<file path="config.mk">
export PLATFORM = sky130hd
export DESIGN_NAME = auxReqController
export DESIGN_NICKNAME = d
export VERILOG_FILES = /design/src/rtl/auxReqPkg.sv /design/src/rtl/auxReqDatapath.sv /design/src/rtl/auxReqControl.sv /design/src/rtl/auxReqController.sv
export SDC_FILE = /design/constraint.sdc
export NUM_CORES = 1
export LEC_CHECK = 0
export BUFFER_PORTS_ARGS = -buffer_cell sky130_fd_sc_hd__buf_4
export CAP_MARGIN = 10
export CELL_PAD_IN_SITES_DETAIL_PLACEMENT = 0
export CELL_PAD_IN_SITES_GLOBAL_PLACEMENT = 1
export CORE_MARGIN = 10
export CORE_UTILIZATION = 25
export DETAILED_ROUTE_END_ITERATION = 12
export PLACE_DENSITY_LB_ADDON = 0.1
export SYNTH_ARGS = -nofsm -noshare
export SYNTH_HDL_FRONTEND = slang
export SYNTH_SLANG_ARGS = --single-unit
</file>
<file path="constraint.sdc">
create_clock -name clk -period 6.9 [get_ports clk]
set_input_delay 0.345 -clock clk [delete_from_list [all_inputs] [get_ports clk]]
set_output_delay 0.345 -clock clk [all_outputs]
set_load 0.02 [all_outputs]
</file>
<file path="src/rtl/auxReqPkg.sv">
package auxReqPkg;

  typedef enum logic [1:0] {
    KIND_NAT_RD = 2'd0,
    KIND_NAT_WR = 2'd1,
    KIND_I2C_RD = 2'd2,
    KIND_I2C_WR = 2'd3
  } kind_e;

  typedef enum logic [2:0] {
    RES_OK       = 3'd0,
    RES_TIMEOUT  = 3'd1,
    RES_IOERR    = 3'd2,
    RES_CHERR    = 3'd3,
    RES_REJECT   = 3'd4,
    RES_BADREPLY = 3'd5
  } result_e;

  typedef enum logic [1:0] {
    ST_DONE    = 2'd0,
    ST_TIMEOUT = 2'd1,
    ST_BUSY    = 2'd2,
    ST_ERROR   = 2'd3
  } status_e;

  localparam logic [3:0] CMD_NAT_WR = 4'h8;
  localparam logic [3:0] CMD_NAT_RD = 4'h9;
  localparam logic [3:0] CMD_I2C_WR = 4'h0;
  localparam logic [3:0] CMD_I2C_RD = 4'h1;
  localparam logic [3:0] CMD_MOT    = 4'h4;

  // strobes from control to datapath
  typedef struct packed {
    logic loadReq;
    logic startAttempt;
    logic txAdvance;
    logic capture;
    logic startBackoff;
    logic backoffTick;
  } ctlStrobes_t;

endpackage

</file>
<file path="src/rtl/auxReqDatapath.sv">
module auxReqDatapath
  import auxReqPkg::*;
#(
  parameter int MAX_BYTES   = 16,
  parameter int BACKOFF_CYC = 50000,
  localparam int CNT_W = $clog2(MAX_BYTES + 1),
  localparam int IDX_W = $clog2(MAX_BYTES + 5),
  localparam int PW    = $clog2(MAX_BYTES),
  localparam int BO_W  = $clog2(BACKOFF_CYC + 1)
) (
  input  logic                   clk,
  input  logic                   rstN,
  input  ctlStrobes_t            ctl,
  input  logic [1:0]             kindIn,
  input  logic                   i2cStartIn,
  input  logic                   i2cStopIn,
  input  logic [15:0]            addrIn,
  input  logic [CNT_W-1:0]       lenIn,
  input  logic [MAX_BYTES*8-1:0] wrDataIn,
  input  logic [7:0]             rxData,
  output logic [7:0]             txByte,
  output logic                   txLastByte,
  output logic                   backoffDone,
  output logic                   reqIsI2c,
  output logic [CNT_W-1:0]       rxCount,
  output logic [MAX_BYTES*8-1:0] rxBuf
);

  logic [15:0]      addrR;
  kind_e            kindR;
  logic             startR, stopR;
  logic [CNT_W-1:0] lenR;
  logic [7:0]       wrBufR [MAX_BYTES];
  logic [7:0]       rxBufR [MAX_BYTES];
  logic [IDX_W-1:0] idxR;
  logic [CNT_W-1:0] cntR;
  logic [BO_W-1:0]  boCnt;

  logic [3:0]       cmdNib;
  logic [IDX_W-1:0] frameLen;
  logic [7:0]       lenByte;
  logic [CNT_W-1:0] lenM1;
  logic [IDX_W-1:0] payIdx;
  logic [CNT_W-1:0] capLimit;
  logic             addrOnly;

  assign reqIsI2c = kindR[1];
  assign addrOnly = kindR[1] && (startR || stopR);
  assign lenM1    = lenR - CNT_W'(1);
  assign payIdx   = idxR - IDX_W'(4);

  always_comb begin
    cmdNib   = CMD_NAT_RD;
    frameLen = IDX_W'(4);
    lenByte  = 8'h30;
    capLimit = '0;
    case (kindR)
      KIND_NAT_RD: begin
        cmdNib   = CMD_NAT_RD;
        capLimit = lenR;
        lenByte  = {frameLen[3:0], lenM1[3:0]};
      end
      KIND_NAT_WR: begin
        cmdNib   = CMD_NAT_WR;
        frameLen = IDX_W'(4) + IDX_W'(lenR);
        lenByte  = {frameLen[3:0], lenM1[3:0]};
      end
      KIND_I2C_RD: begin
        cmdNib   = stopR ? CMD_I2C_RD : (CMD_I2C_RD | CMD_MOT);
        capLimit = CNT_W'(1);
        lenByte  = addrOnly ? 8'h30 : 8'h40;
      end
      default: begin
        cmdNib   = stopR ? CMD_I2C_WR : (CMD_I2C_WR | CMD_MOT);
        frameLen = addrOnly ? IDX_W'(4) : IDX_W'(5);
        lenByte  = addrOnly ? 8'h30 : 8'h50;
      end
    endcase
  end

  always_comb begin
    case (idxR)
      IDX_W'(0): txByte = addrR[7:0];
      IDX_W'(1): txByte = addrR[15:8];
      IDX_W'(2): txByte = {cmdNib, 4'h0};
      IDX_W'(3): txByte = lenByte;
      default:   txByte = wrBufR[payIdx[PW-1:0]];
    endcase
  end

  assign txLastByte  = (idxR == frameLen - IDX_W'(1));
  assign backoffDone = (boCnt == '0);
  assign rxCount     = cntR;

  always_ff @(posedge clk) begin
    if (!rstN) begin
      addrR  <= '0;
      kindR  <= KIND_NAT_RD;
      startR <= 1'b0;
      stopR  <= 1'b0;
      lenR   <= '0;
      idxR   <= '0;
      cntR   <= '0;
      boCnt  <= '0;
      for (int i = 0; i < MAX_BYTES; i++) begin
        wrBufR[i] <= '0;
        rxBufR[i] <= '0;
      end
    end else begin
      if (ctl.loadReq) begin
        addrR  <= addrIn;
        kindR  <= kind_e'(kindIn);
        startR <= i2cStartIn;
        stopR  <= i2cStopIn;
        lenR   <= lenIn;
        for (int i = 0; i < MAX_BYTES; i++) wrBufR[i] <= wrDataIn[i*8 +: 8];
      end
      if (ctl.loadReq || ctl.startAttempt) begin
        idxR <= '0;
        cntR <= '0;
        for (int i = 0; i < MAX_BYTES; i++) rxBufR[i] <= '0;
      end else begin
        if (ctl.txAdvance) idxR <= idxR + IDX_W'(1);
        if (ctl.capture && (cntR < capLimit)) begin
          rxBufR[cntR[PW-1:0]] <= rxData;
          cntR <= cntR + CNT_W'(1);
        end
      end
      if (ctl.startBackoff) boCnt <= BO_W'(BACKOFF_CYC - 1);
      else if (ctl.backoffTick) boCnt <= boCnt - BO_W'(1);
    end
  end

  for (genvar g = 0; g < MAX_BYTES; g++) begin : g_rxFlat
    assign rxBuf[g*8 +: 8] = rxBufR[g];
  end

endmodule

</file>
<file path="src/rtl/auxReqControl.sv">
module auxReqControl
  import auxReqPkg::*;
#(
  parameter int MAX_BYTES = 16,
  parameter int MAX_TRIES = 4,
  localparam int CNT_W = $clog2(MAX_BYTES + 1),
  localparam int TRY_W = $clog2(MAX_TRIES + 1)
) (
  input  logic             clk,
  input  logic             rstN,
  input  logic             start,
  input  logic [1:0]       kindIn,
  input  logic [CNT_W-1:0] lenIn,
  input  logic             txReady,
  input  logic             txLastByte,
  input  logic             rxDataValid,
  input  logic             rxStatusValid,
  input  logic [1:0]       rxStatus,
  input  logic [7:0]       rxReply,
  input  logic             backoffDone,
  input  logic             reqIsI2c,
  output ctlStrobes_t      ctl,
  output logic             txValid,
  output logic             busy,
  output logic             done,
  output logic             inWait,
  output result_e          result
);

  typedef enum logic [1:0] {S_IDLE, S_SEND, S_WAIT, S_BACKOFF} state_e;

  state_e           state;
  logic [TRY_W-1:0] tries;
  logic             reqBad, lastTry;
  logic             finNow, retryNow, retryWait;
  result_e          finRes;

  assign reqBad  = !kindIn[1] && ((lenIn == '0) || (lenIn > CNT_W'(MAX_BYTES)));
  assign lastTry = (tries == TRY_W'(MAX_TRIES));

  always_comb begin
    finNow = 1'b0; retryNow = 1'b0; retryWait = 1'b0; finRes = RES_OK;
    if (state == S_WAIT && rxStatusValid) begin
      case (status_e'(rxStatus))
        ST_BUSY:    retryNow = 1'b1;
        ST_TIMEOUT: begin finNow = 1'b1; finRes = RES_TIMEOUT; end
        ST_ERROR:   begin finNow = 1'b1; finRes = RES_CHERR; end
        default: begin
          case (rxReply[5:4])
            2'd1: begin finNow = 1'b1; finRes = RES_IOERR; end
            2'd2: retryWait = 1'b1;
            2'd3: begin finNow = 1'b1; finRes = RES_BADREPLY; end
            default: begin
              if (!reqIsI2c) finNow = 1'b1;
              else begin
                case (rxReply[7:6])
                  2'd0: finNow = 1'b1;
                  2'd1: begin finNow = 1'b1; finRes = RES_IOERR; end
                  2'd2: retryWait = 1'b1;
                  default: begin finNow = 1'b1; finRes = RES_BADREPLY; end
                endcase
              end
            end
          endcase
        end
      endcase
      if ((retryNow || retryWait) && lastTry) begin
        retryNow = 1'b0; retryWait = 1'b0;
        finNow = 1'b1; finRes = RES_IOERR;
      end
    end
  end

  always_comb begin
    ctl.loadReq      = (state == S_IDLE) && start && !reqBad;
    ctl.startAttempt = retryNow || ((state == S_BACKOFF) && backoffDone);
    ctl.txAdvance    = (state == S_SEND) && txReady && !txLastByte;
    ctl.capture      = (state == S_WAIT) && rxDataValid;
    ctl.startBackoff = retryWait;
    ctl.backoffTick  = (state == S_BACKOFF) && !backoffDone;
  end

  assign txValid = (state == S_SEND);
  assign busy    = (state != S_IDLE);
  assign inWait  = (state == S_WAIT);

  always_ff @(posedge clk) begin
    if (!rstN) begin
      state  <= S_IDLE;
      tries  <= '0;
      done   <= 1'b0;
      result <= RES_OK;
    end else begin
      done <= 1'b0;
      case (state)
        S_IDLE: if (start) begin
          if (reqBad) begin
            done   <= 1'b1;
            result <= RES_REJECT;
          end else begin
            state <= S_SEND;
            tries <= TRY_W'(1);
          end
        end
        S_SEND: if (txReady && txLastByte) state <= S_WAIT;
        S_WAIT: begin
          if (finNow) begin
            state  <= S_IDLE;
            done   <= 1'b1;
            result <= finRes;
          end else if (retryNow) begin
            state <= S_SEND;
            tries <= tries + TRY_W'(1);
          end else if (retryWait) begin
            state <= S_BACKOFF;
          end
        end
        default: if (backoffDone) begin
          state <= S_SEND;
          tries <= tries + TRY_W'(1);
        end
      endcase
    end
  end

endmodule

</file>
<file path="src/rtl/auxReqController.sv">
module auxReqController
  import auxReqPkg::*;
#(
  parameter int CLK_HZ     = 125_000_000,
  parameter int BACKOFF_US = 400,
  parameter int MAX_BYTES  = 16,
  parameter int MAX_TRIES  = 4,
  localparam int BACKOFF_CYC = (CLK_HZ / 1_000_000) * BACKOFF_US,
  localparam int LEN_W       = $clog2(MAX_BYTES + 1)
) (
  input  logic                   clk,
  input  logic                   rstN,
  input  logic                   start,
  input  logic [1:0]             kind,
  input  logic                   i2cStart,
  input  logic                   i2cStop,
  input  logic [15:0]            addr,
  input  logic [LEN_W-1:0]       len,
  input  logic [MAX_BYTES*8-1:0] wrData,
  output logic                   done,
  output logic [2:0]             result,
  output logic [MAX_BYTES*8-1:0] rdData,
  output logic [LEN_W-1:0]       rdLen,
  output logic                   busy,
  output logic                   txValid,
  output logic [7:0]             txByte,
  input  logic                   txReady,
  input  logic                   rxDataValid,
  input  logic [7:0]             rxData,
  input  logic                   rxStatusValid,
  input  logic [1:0]             rxStatus,
  input  logic [7:0]             rxReply
);

  ctlStrobes_t      ctl;
  logic             txLastByte, backoffDone, reqIsI2c, inWait;
  logic [LEN_W-1:0] rxCount;
  result_e          resultE;

  auxReqControl #(.MAX_BYTES(MAX_BYTES), .MAX_TRIES(MAX_TRIES)) u_control (
    .clk(clk), .rstN(rstN), .start(start), .kindIn(kind), .lenIn(len),
    .txReady(txReady), .txLastByte(txLastByte), .rxDataValid(rxDataValid),
    .rxStatusValid(rxStatusValid), .rxStatus(rxStatus), .rxReply(rxReply),
    .backoffDone(backoffDone), .reqIsI2c(reqIsI2c), .ctl(ctl),
    .txValid(txValid), .busy(busy), .done(done), .inWait(inWait), .result(resultE)
  );

  auxReqDatapath #(.MAX_BYTES(MAX_BYTES), .BACKOFF_CYC(BACKOFF_CYC)) u_datapath (
    .clk(clk), .rstN(rstN), .ctl(ctl), .kindIn(kind), .i2cStartIn(i2cStart),
    .i2cStopIn(i2cStop), .addrIn(addr), .lenIn(len), .wrDataIn(wrData),
    .rxData(rxData), .txByte(txByte), .txLastByte(txLastByte),
    .backoffDone(backoffDone), .reqIsI2c(reqIsI2c), .rxCount(rxCount), .rxBuf(rdData)
  );

  assign result = resultE;
  assign rdLen  = (resultE == RES_OK) ? rxCount : '0;

endmodule

</file>
# --- Yosys cells after proc, flatten, opt, wreduce, memory -nomap -nowiden ---
# Memory sizes are Yosys's and may differ from the RTL's.
# Cells that the tools add are included.
classes:
  bitwise: 34
  n_lt_le_gt_ge: 2
  div_mod_pow: 0
  reduce_logical: 45
  n_addsub: 8
  mul: 0
  eq_ne: 26
  muxes: 104
  shifts: 0
ops:
  columns: ["cell", "count"]
  rows:
  - ["two-way mux 8 bit", 33]
  - ["two-way mux 3 bit", 13]
  - ["two-way mux 16 bit", 2]
  - ["OR 1 bit", 32]
  - ["case mux 8 bit (4 select lines)", 1]
  - ["two-way mux 1 bit", 30]
  - ["case mux 3 bit (3 select lines)", 3]
  - ["case mux 8 bit (3 select lines)", 1]
  - ["case mux 5 bit (2 select lines)", 2]
  - ["equality test 2 bit, second input constant", 8]
  - ["logical NOT 16 bit", 1]
  - ["subtractor 16 x 1 -> 16 bit, second input constant", 1]
  - ["two-way mux 2 bit", 7]
  - ["two-way mux 7 bit", 2]
  - ["logical AND 1 bit", 13]
  - ["case mux 3 bit (2 select lines)", 2]
  - ["case mux 4 bit (3 select lines)", 1]
  - ["OR reduction 2 bit", 6]
  - ["adder 5 x 1 -> 5 bit, second input constant", 2]
  - ["equality test 2 x 1 -> 1 bit, second input constant", 5]
  - ["equality test 5 x 2 -> 1 bit, second input constant", 2]
  - ["logical NOT 5 bit", 2]
  - ["!= test 2 x 1 -> 1 bit, second input constant", 4]
  - ["case mux 1 bit (2 select lines)", 4]
  - ["other kinds (28)", 42]
word_totals:
  romBits: 0
  latch_bits: 0
  ramBits: 256
  ff_bits: 60
  word_cells: 234
  output_inout_bits: 147
  mem_count: 2
  in_bits: 177
memory_table:
  columns: ["memory", "words", "word_bits", "rd", "rd_ports_with_merged_regs", "wr", "line_no", "source"]
  rows:
  - ["u_datapath.rxBufR", 16, 8, 16, 0, 16, "auxReqDatapath.sv:34", "logic [7:0] rxBufR [MAX_BYTES];"]
  - ["u_datapath.wrBufR", 16, 8, 1, 0, 16, "auxReqDatapath.sv:33", "logic [7:0] wrBufR [MAX_BYTES];"]

# --- Logic depth before layout (Yosys ltp) ---
# Gate-level depths: netlist (run 1).
logic_depth:
  ltp_word: 17
  depth_mapped: 11
  mapped_depth_nobuf: 9

# --- Cells and area by module ---
# From an unflattened synthesis (run 1), not the netlist that was laid out.
unflattened:
  hier_cells: 1103
  area_unflattened_um2: 14114.8
modules_own_cells:
  columns: ["module", "seq_area_each_um2", "area_each_um2", "instances", "cells_per_inst"]
  rows:
  - ["auxReqDatapath", 8708.4, 13244.0, 1, 998]
  - ["auxReqControl", 180.2, 827.0, 1, 100]
  - ["auxReqController", 0.0, 43.8, 1, 5]

# --- Worst setup path before layout (run 1) ---
# No wires, ideal clock.
synth_timing:
  kind: "input-to-reg"
  from: "input port len[0]"
  to: "memory u_datapath.wrBufR[0][0] (enable)"
  cell_stages: 5
  setup_time_ps: 1112
  t_arrival_ps: 3681
  setup_slack_ps: 2107
  path_cell_list: "nor4_1 -> xnor2_1 -> o211ai_1 -> clkbuf_1 -> nand2_1"
synth_rtl:
  columns: ["item", "line_no", "source"]
  rows:
  - ["from (decl)", "auxReqController.sv:18", "input logic [LEN_W-1:0] len,"]
  - ["to (decl)", "auxReqDatapath.sv:33", null]

==> impl_metrics.yaml, run 1 <==
status:
  outcome: "finished, final reports clean"
clocking:
  cts_made_buffers: 39
  cts_resized: 0
  cts_hold_buf: 0
  clock_latency_ns: 0.56
  root_buffer: "clkbuf_16"
  post_cts_buffers: 0
  cts_sinks: 316
  h-tree-depth: 2
  clk_pin_slew_ns: 0.06
  ctsLongestPathBuffers: 3
  cts_tree: "yes"
timing:
  rsz0062_at_grt: "no"
  fmax_ghz: 0.2436
  hold_violations: 0
  fin_skew_ns: 0.02807
  hold-worst-slack_ns: 0.04661
  setup_viol: 0
  fin_crit_sh_pct: 59.49
  relSlewSlack_pct: 29.49
  maxSlewViolCount: 0
  setup_ws_ns: 2.795
  tightest_slew_ns: 1.058
  fin_tns_setup_ns: 0
  post-route-min-period_ns: 4.105
global_routing:
  grt_pass1_wl_um: 69370
  grt_util_all_layers_pct: 13.95
  overflow: 0
  grt_max_degree: 108
  antenna_found_initial: 4
  grt_pass1_vias: 10450
worst_setup_path:
  cp.required_ns: 7.06
  path_max_fanout: 36
  arrival_ns: 4.26
  crit_path_start_kind: "register"
  critPathCaptureType: "register"
  criticalPathCategory: "register to register"
drt:
  wl_per_cell_um: 21.44
  via_per_inst: 4.425
  postRouteAntennaNets: 0
  route.detailed.drc: 0
  drt_wl_total_um: 47210
  vias: 9743
  drt_pre_antenna_iters: 5
  dr.first_iter.drc_count: 471
floorplanning:
  rows: 86
  io-pin-count: 324
  die_area_um2: 65680
  core_um2: 55200
  die_y_um: 256.3
  die_x_um: 256.3
  start_util_pct: 25.29
yosys:
  synth_seq_area_share_pct: 63.68
  synth_top_area_share_pct: 55.07
  syn_avg_cell_area_um2: 12.41
  yosys.cell_count.top_type: "edfxtp_1"
  synth_top_area_cell: "edfxtp_1"
  synth_nets: 1326
  netlist_top_cells_area: "edfxtp_1, dfxtp_1, mux4_2"
  netlist_area_um2: 13960
  async_reset_ff_share_pct: 0
  ys.warnings.count: 0
  syn_inst: 1125
  synth_seq_cells: 316
  synth_ff_type: "edfxtp_1"
  synth_common_cells: "edfxtp_1, nor2_1, nand2_1"
  synth_edf_count: 256
  synth_cell_types: 64
power_and_ir_drop:
  p_leak_nw: 7.217
  vdd_ir_drop_max_mv: 0.1601
  power_mw: 5.279
  p_per_area_nw_per_um2: 288.2
final_layout:
  fill_cells: 5629
  syn2layout_area_growth_pct: 31.23
  regArea_um2: 8891
  nets: 1625
  multi_input_area_um2: 4728
  drive_gt1_share_pct: 30.35
min_path:
  hold_path_class: "input port to register"
flow_run:
  drv_cap: 0
placed_design:
  dp_slack_ns: 2.584
  port_buffers: 319
  globalplace.congestion: 0.7468
  hpwlAfterDp_um: 34180
placed cells by master (no fill, tap or decap), drive strengths merged, types with 3 or more instances in the layout:
| master | netlist | final |
|---|---|---|
| mux4 | 40 | 40 |
| ha | 24 | 24 |
| o211ai | 3 | 3 |
| o21ai | 43 | 43 |
| or3 | 11 | 11 |
| and2 | 56 | 56 |
| nor4 | 6 | 6 |
| edfxtp | 256 | 256 |
| buf | 12 | 330 |
| nand3b | 4 | 4 |
| mux2i | 3 | 3 |
| dfxtp | 60 | 60 |
| nand4 | 7 | 7 |
| a21oi | 57 | 57 |
| clkbuf | 60 | 59 |
| o221ai | 4 | 4 |
| nor2b | 5 | 5 |
| nor2 | 154 | 154 |
| a22oi | 6 | 6 |
| and3 | 80 | 80 |
| clkinv | 1 | 10 |
| nor3 | 13 | 13 |
| nor4b | 3 | 3 |
| o31a | 3 | 3 |
| inv | 24 | 25 |
| xnor2 | 21 | 21 |
| nand2 | 114 | 114 |
| nand2b | 8 | 8 |
| nand3 | 9 | 9 |
| a222oi | 3 | 3 |
critical path, stage by stage, from the launching register on:
cell,delay (ns)
dfxtp_1,0.35
inv_1,0.07
ha_1,0.24
nor4b_1,0.15
and4b_1,0.25
a22o_1,0.24
nor3_4,0.70
nand4_4,0.72
o21ai_1,0.97
flip-flops by register name, indices dropped and copies added, names as in the netlist:
register            cells
u_datapath.rxBufR     128
u_datapath.wrBufR     128
u_datapath.addrR       16
u_datapath.boCnt       16
u_datapath.idxR         5
u_datapath.lenR         5
u_datapath.rxCount      5
u_control.result        3
u_control.tries         3
u_control.state         2
u_datapath.kindR        2
u_control.done          1
u_datapath.startR       1
u_datapath.stopR        1
per-layer routing:
metal	vias to the layer above	global-route usage (%)	share of wire [%]
met5	-	0	0.072
met3	58	4.312	6.3
met1	4730	16.81	42
li1	4698	-	-
met4	6	3.736	2.0
met2	251	23.69	49
report_power, final:
part / total (mW) / internal, mW / switching, mW / leakage [nW]
logic: 0.938 / 0.366 / 0.572 / 3.40
clock network: 1.93 / 1.12 / 0.809 / 0.581
registers: 2.41 / 2.32 / 0.0895 / 3.23
total: 5.28 / 3.81 / 1.47 / 7.22
final timing paths:
path	from	end	slack, ns	cells after the start
setup / recovery	u_datapath.boCnt[0]	u_datapath.rxBufR[9][2]	2.79	8
hold / removal	addr[2]	u_datapath.addrR[2]	0.05	3
setup reg to reg	u_datapath.boCnt[0]	u_datapath.rxBufR[9][2]	2.79	8
hold reg to reg	u_datapath.addrR[11]	u_datapath.addrR[11]	0.45	2
through the flow:
step	cell area [um2]	cells	util (%)
3_5_place_dp	17120	2130	31.01
6_report	18320	2202	33.18
2_1_floorplan	13960	1125	-
5_1_grt	18320	2202	33.18
3_3_place_gp	17120	2130	31.01
4_1_cts	18310	2200	33.17
area by class of cell:
type | instances | area share [%]
flip-flops and latches | 316 | 48.54
multi-input cells | 712 | 25.81
repair buffers | 330 | 13.51
clock buffers | 59 | 6.127
well taps | 748 | 5.109
inverters | 25 | 0.5123
clock inverters | 11 | 0.3757
diodes | 1 | 0.01366
cell families after synthesis:
kind of cell    synth area share (%)
simple gates                   17.28
xor+xnor                       1.443
flops                          63.68
mux                            6.669
fa+ha+maj                      2.151
compound gates                 6.086
buf+inv                        2.689
Power figures use the tool's default switching activity.
==> inputs of run 2 (changes only) <==
==> constraint.sdc (replaced) <==
create_clock -name clk -period 3.46 [get_ports clk]
set_input_delay 0.173 -clock clk [delete_from_list [all_inputs] [get_ports clk]]
set_output_delay 0.173 -clock clk [all_outputs]
set_load 0.02 [all_outputs]
==> impl_metrics.yaml, run 2 (synthesis gave the netlist of run 1 again) <==
status:
  outcome: "finished, final reports clean"
floorplanning:
  die_area_um2: 65680
  die_y_um: 256.3
  start_util_pct: 25.29
  rows: 86
  die_x_um: 256.3
  core_um2: 55200
  io-pin-count: 324
clocking:
  cts_tree: "yes"
  cts_sinks: 316
  ctsLongestPathBuffers: 3
  cts_made_buffers: 39
  clk_pin_slew_ns: 0.05
  clock_latency_ns: 0.55
  post_cts_buffers: 0
  h-tree-depth: 2
  root_buffer: "clkbuf_16"
timing:
  post-route-min-period_ns: 3.210
  maxSlewViolCount: 0
  fin_crit_sh_pct: 92.76
  fin_skew_ns: 0.01377
  rsz0062_at_grt: "no"
  hold-worst-slack_ns: 0.03721
  setup_viol: 0
  fmax_ghz: 0.3116
  hold_violations: 0
  tightest_slew_ns: 0.7356
  relSlewSlack_pct: 50.75
  fin_tns_setup_ns: 0
final_layout:
  drive_gt1_share_pct: 29.00
  fill_cells: 5455
  syn2layout_area_growth_pct: 44.58
  final_cell_mix: "buf_4, edfxtp_1, dlygate4sd3_1"
  reg_top3: "u_datapath.rxBufR: 128 flops, u_datapath.wrBufR: 128 flops"
  final_common_cell: "buf_4"
  diodes: 0
  nets: 1818
worst_setup_path:
  criticalPathCategory: "register to primary output"
  path_max_fanout: 11
  critPathCaptureType: "primary output"
  cp.required_ns: 3.29
  crit_path_start_kind: "register"
  r2r_slack_ns: 0.42
  arrival_ns: 3.04
global_routing:
  grt_util_all_layers_pct: 14.41
  overflow: 0
  grt_pass1_wl_um: 72070
  grt_max_degree: 74
  antenna_found_initial: 5
  grt_pass1_vias: 11290
drt:
  wl_per_cell_um: 20.15
  vias: 10480
  via_per_inst: 4.379
  postRouteAntennaNets: 0
  drt_pre_antenna_iters: 4
  dr.first_iter.drc_count: 487
  drt_wl_total_um: 48230
  route.detailed.drc: 0
placed_design:
  port_buffers: 319
  globalplace.congestion: 0.7755
  hpwlAfterDp_um: 35580
power_and_ir_drop:
  p_leak_nw: 8.053
  vdd_ir_drop_max_mv: 0.3040
  p_per_area_nw_per_um2: 529.3
flow_run:
  drv_cap: 0
min_path:
  hold_path_class: "input port to register"
==> run 2: changes by cell type in the layout (fill, tap and decap cells not counted), sizes merged <==
cell	previous run	this run
dlygate4sd3	0	155
buf	330	368
clkinv	10	15
clkbuf	59	53
diode	1	0
==> run 2: final timing paths <==
check,start,to,cells past startpoint
min,rxStatus[0],u_control.result[0],4
max,u_datapath.idxR[0],txByte[7],7
max reg2reg,u_datapath.kindR[1],u_datapath.rxBufR[8][1],10
min reg2reg,u_datapath.addrR[10],u_datapath.addrR[10],2
==> run 2: through the flow <==
step / instance area, um2 / total power, mW / util (%) / cells / setup WS [ns]
2_1_floorplan: 13960 / 5.870 / - / 1125 / 0.1297
3_3_place_gp: 17460 / 6.883 / 31.63 / 2169 / 0.4403
3_5_place_dp: 17460 / 6.895 / 31.63 / 2169 / 0.3853
4_1_cts: 20180 / 10.90 / 36.56 / 2393 / 0.1605
5_1_grt: 20180 / 11.19 / 36.56 / 2393 / 0.09134
6_report: 20180 / 10.68 / 36.56 / 2393 / 0.2504
==> run 2: routing by layer <==
layer / global-route usage [%] / vias up / part of all wire, % / wire length [um]
met4: 4.712 / 8 / 2.6 / 1258
met3: 3.388 / 70 / 5.1 / 2471
met2: 24.88 / 263 / 50 / 24010
li1: - / 5090 / - / -
met5: 0 / - / 0.091 / 44
met1: 17.39 / 5049 / 42 / 20450
==> run 2: power by group <==
part | switching [mW] | leakage (nW) | internal [mW]
registers | 0.168 | 3.23 | 4.62
logic | 1.19 | 4.25 | 0.919
clock network | 1.60 | 0.570 | 2.18
==> run 2: final cells by class <==
type                    instances  area (um2)  area share [%]
flip-flops and latches        316        8891           44.06
multi-input cells             712        4728           23.43
repair buffers                523        4364           21.63
clock buffers                  53        1080           5.351
well taps                     748       935.9           4.638
inverters                      25       93.84          0.4650
clock inverters                16       87.58          0.4340
==> run 2: critical path: stages, from the launching register on <==
cell	delay (ns)
dfxtp_2	0.52
buf_4	0.28
buf_4	0.22
mux4_2	0.55
mux4_2	0.52
nand2_1	0.09
o21ai_1	0.10
buf_4	0.19
==> run 2: timing repair <==
action / in CTS / in global routing
resized for setup: 0 / 0
hold buffers: 155 / 0
endpoints found under the hold margin: 155 / 0
==> inputs of run 3 (changes only) <==
--- a/config.mk
+++ b/config.mk
@@ -9,6 +9,7 @@
 export CAP_MARGIN = 10
 export CELL_PAD_IN_SITES_DETAIL_PLACEMENT = 0
 export CELL_PAD_IN_SITES_GLOBAL_PLACEMENT = 1
+export CORE_ASPECT_RATIO = 0.8
 export CORE_MARGIN = 10
 export CORE_UTILIZATION = 25
 export DETAILED_ROUTE_END_ITERATION = 12
==> impl_metrics.yaml, run 3 (synthesis gave the netlist of run 1 again) <==
status:
  outcome: "finished, final reports clean"
timing:
  tightest_slew_ns: 1.020
  fmax_ghz: 0.3230
  hold_violations: 0
  relSlewSlack_pct: 31.97
  hold-worst-slack_ns: 0.05417
  fin_crit_sh_pct: 89.47
  maxSlewViolCount: 0
  setup_ws_ns: 0.3642
  rsz0062_at_grt: "no"
  fin_skew_ns: 0.01899
  fin_tns_setup_ns: 0
  setup_viol: 0
  post-route-min-period_ns: 3.096
min_path:
  hold_path_class: "input port to register"
  min_from: "rxStatusValid"
  holdPathEnd: "u_control.result[2]"
  hold_depth: 4
floorplanning:
  die_area_um2: 65740
  rows: 77
  core_um2: 55300
  start_util_pct: 25.24
  die_x_um: 284.2
  die_y_um: 231.3
  io-pin-count: 324
clocking:
  cts_sinks: 316
  clock_latency_ns: 0.57
  h-tree-depth: 2
  clk_pin_slew_ns: 0.06
  root_buffer: "clkbuf_16"
  cts_tree: "yes"
  ctsLongestPathBuffers: 3
  cts_made_buffers: 39
drt:
  drt_pre_antenna_iters: 5
  drt_wl_total_um: 49290
  dr.first_iter.drc_count: 741
  via_per_inst: 4.386
  postRouteAntennaNets: 0
  route.detailed.drc: 0
  wl_per_cell_um: 20.58
  vias: 10500
final_layout:
  instances_no_fill: 2395
  fin_area_um2: 20190
  utilization_pct: 36.51
  drive_gt1_share_pct: 28.68
  nets: 1809
  syn2layout_area_growth_pct: 44.65
  final_common_cell: "buf_4"
  reg_top3: "u_datapath.rxBufR: 128 flops, u_datapath.wrBufR: 128 flops"
  final_cell_mix: "buf_4, edfxtp_1, dlygate4sd3_1"
worst_setup_path:
  crit_buf_inv: 2
  criticalPathCategory: "register to primary output"
  crit_path_frequent_cell: "mux4_2"
  reg2reg_depth: 10
  r2r_slack_ns: 0.45
  cpPeakStageDelay_ns: 0.59
  crit_chain: "buf_12 > mux4_2 > mux4_2 > nand2_1 > o21ai_1 > buf_4"
  r2r-start: "u_datapath.kindR[0]"
  arrival_ns: 2.92
  critPathCaptureType: "primary output"
  path_delay_family: "multiplexers"
  path_max_fanout: 33
  cp.required_ns: 3.29
  path_depth: 6
  crit_slowest_cell: "mux4_2"
  reg2reg_to: "u_datapath.rxBufR[14][5]"
  crit_path_start_kind: "register"
power_and_ir_drop:
  vdd_ir_drop_max_mv: 0.2995
  p_leak_nw: 8.027
  power_mw: 10.88
  p_per_area_nw_per_um2: 538.8
placed_design:
  port_buffers: 319
  dp.cells: 2160
  dp_slack_ns: 0.4258
  hpwlAfterDp_um: 35990
  postPlaceCellArea_um2: 17370
  globalplace.congestion: 0.7584
global_routing:
  grt_pass1_vias: 11380
  grt_pass1_wl_um: 73580
  antenna_found_initial: 8
  overflow: 0
  grt_util_all_layers_pct: 14.66
  grt_max_degree: 128
flow_run:
  drv_cap: 0
[run 3: cell types whose count changed in the layout (fill, tap and decap cells not counted), moves of 2 or more]
| cell | delta |
|---|---|
| bufinv_16 | +2 |
| buf_4 | -10 |
| diode_2 | +6 |
| clkbuf_8 | -2 |
| clkinv_1 | +4 |
| dlygate4sd3_1 | +2 |
| clkinv_4 | +2 |
| clkbuf_1 | -5 |
[run 3: worst max-delay path by stage]
stage | end | slack, ns | from
final | txByte[5] | 0.36 | u_datapath.idxR[0]
after global routing | txByte[6] | 0.15 | u_datapath.idxR[0]
after CTS | txByte[5] | 0.32 | u_datapath.idxR[0]
after detailed placement | u_datapath.rxBufR[14][3] | 0.43 | u_datapath.kindR[0]
after global placement | u_datapath.rxBufR[14][3] | 0.45 | u_datapath.kindR[0]
after floorplan | u_datapath.wrBufR[0][0] | 0.13 | len[0]
[run 3: final cells by class]
type,count,area (um2)
diodes,6,15.01
clock buffers,46,1033
clock inverters,26,198.9
fillers,5510,35110
inverters,25,93.84
multi-input cells,712,4731
flip-flops and latches,316,8891
well taps,750,938.4
repair buffers,514,4289
[run 3: worst reg2reg max path, cell delays in order, from the launching register on]
cell and delay [ns]:
dfxtp_1 0.31, buf_4 0.18, nor2_1 0.21, nand2_1 0.09
ha_1 0.28, o31a_1 0.10, o21a_1 0.19, o211ai_2 0.45
nand4_4 0.29, o21ai_1 0.41, buf_4 0.22
[run 3: where the power goes]
| group | switching, mW | leakage (nW) | internal (mW) | total, mW |
|---|---|---|---|---|
| registers | 0.168 | 3.23 | 4.62 | 4.79 |
| clock network | 1.70 | 0.599 | 2.30 | 4.00 |
| logic | 1.19 | 4.19 | 0.899 | 2.09 |
| total | 3.06 | 8.03 | 7.82 | 10.9 |
[run 3: repair_timing]
action	4_1_cts	5_1_grt
gates resized for setup	0	0
hold buffers	157	0
endpoints found under the hold margin	157	0
setup buffers	0	0
[run 3: routing by layer]
layer	part of all wire (%)	global-route usage [%]	wire length, um	up-vias
li1	-	-	-	5080
met1	47	20.08	23030	5115
met2	46	22.86	22480	246
met3	5.5	3.481	2698	57
met4	2.1	4.096	1048	6
met5	0.069	0	34	-
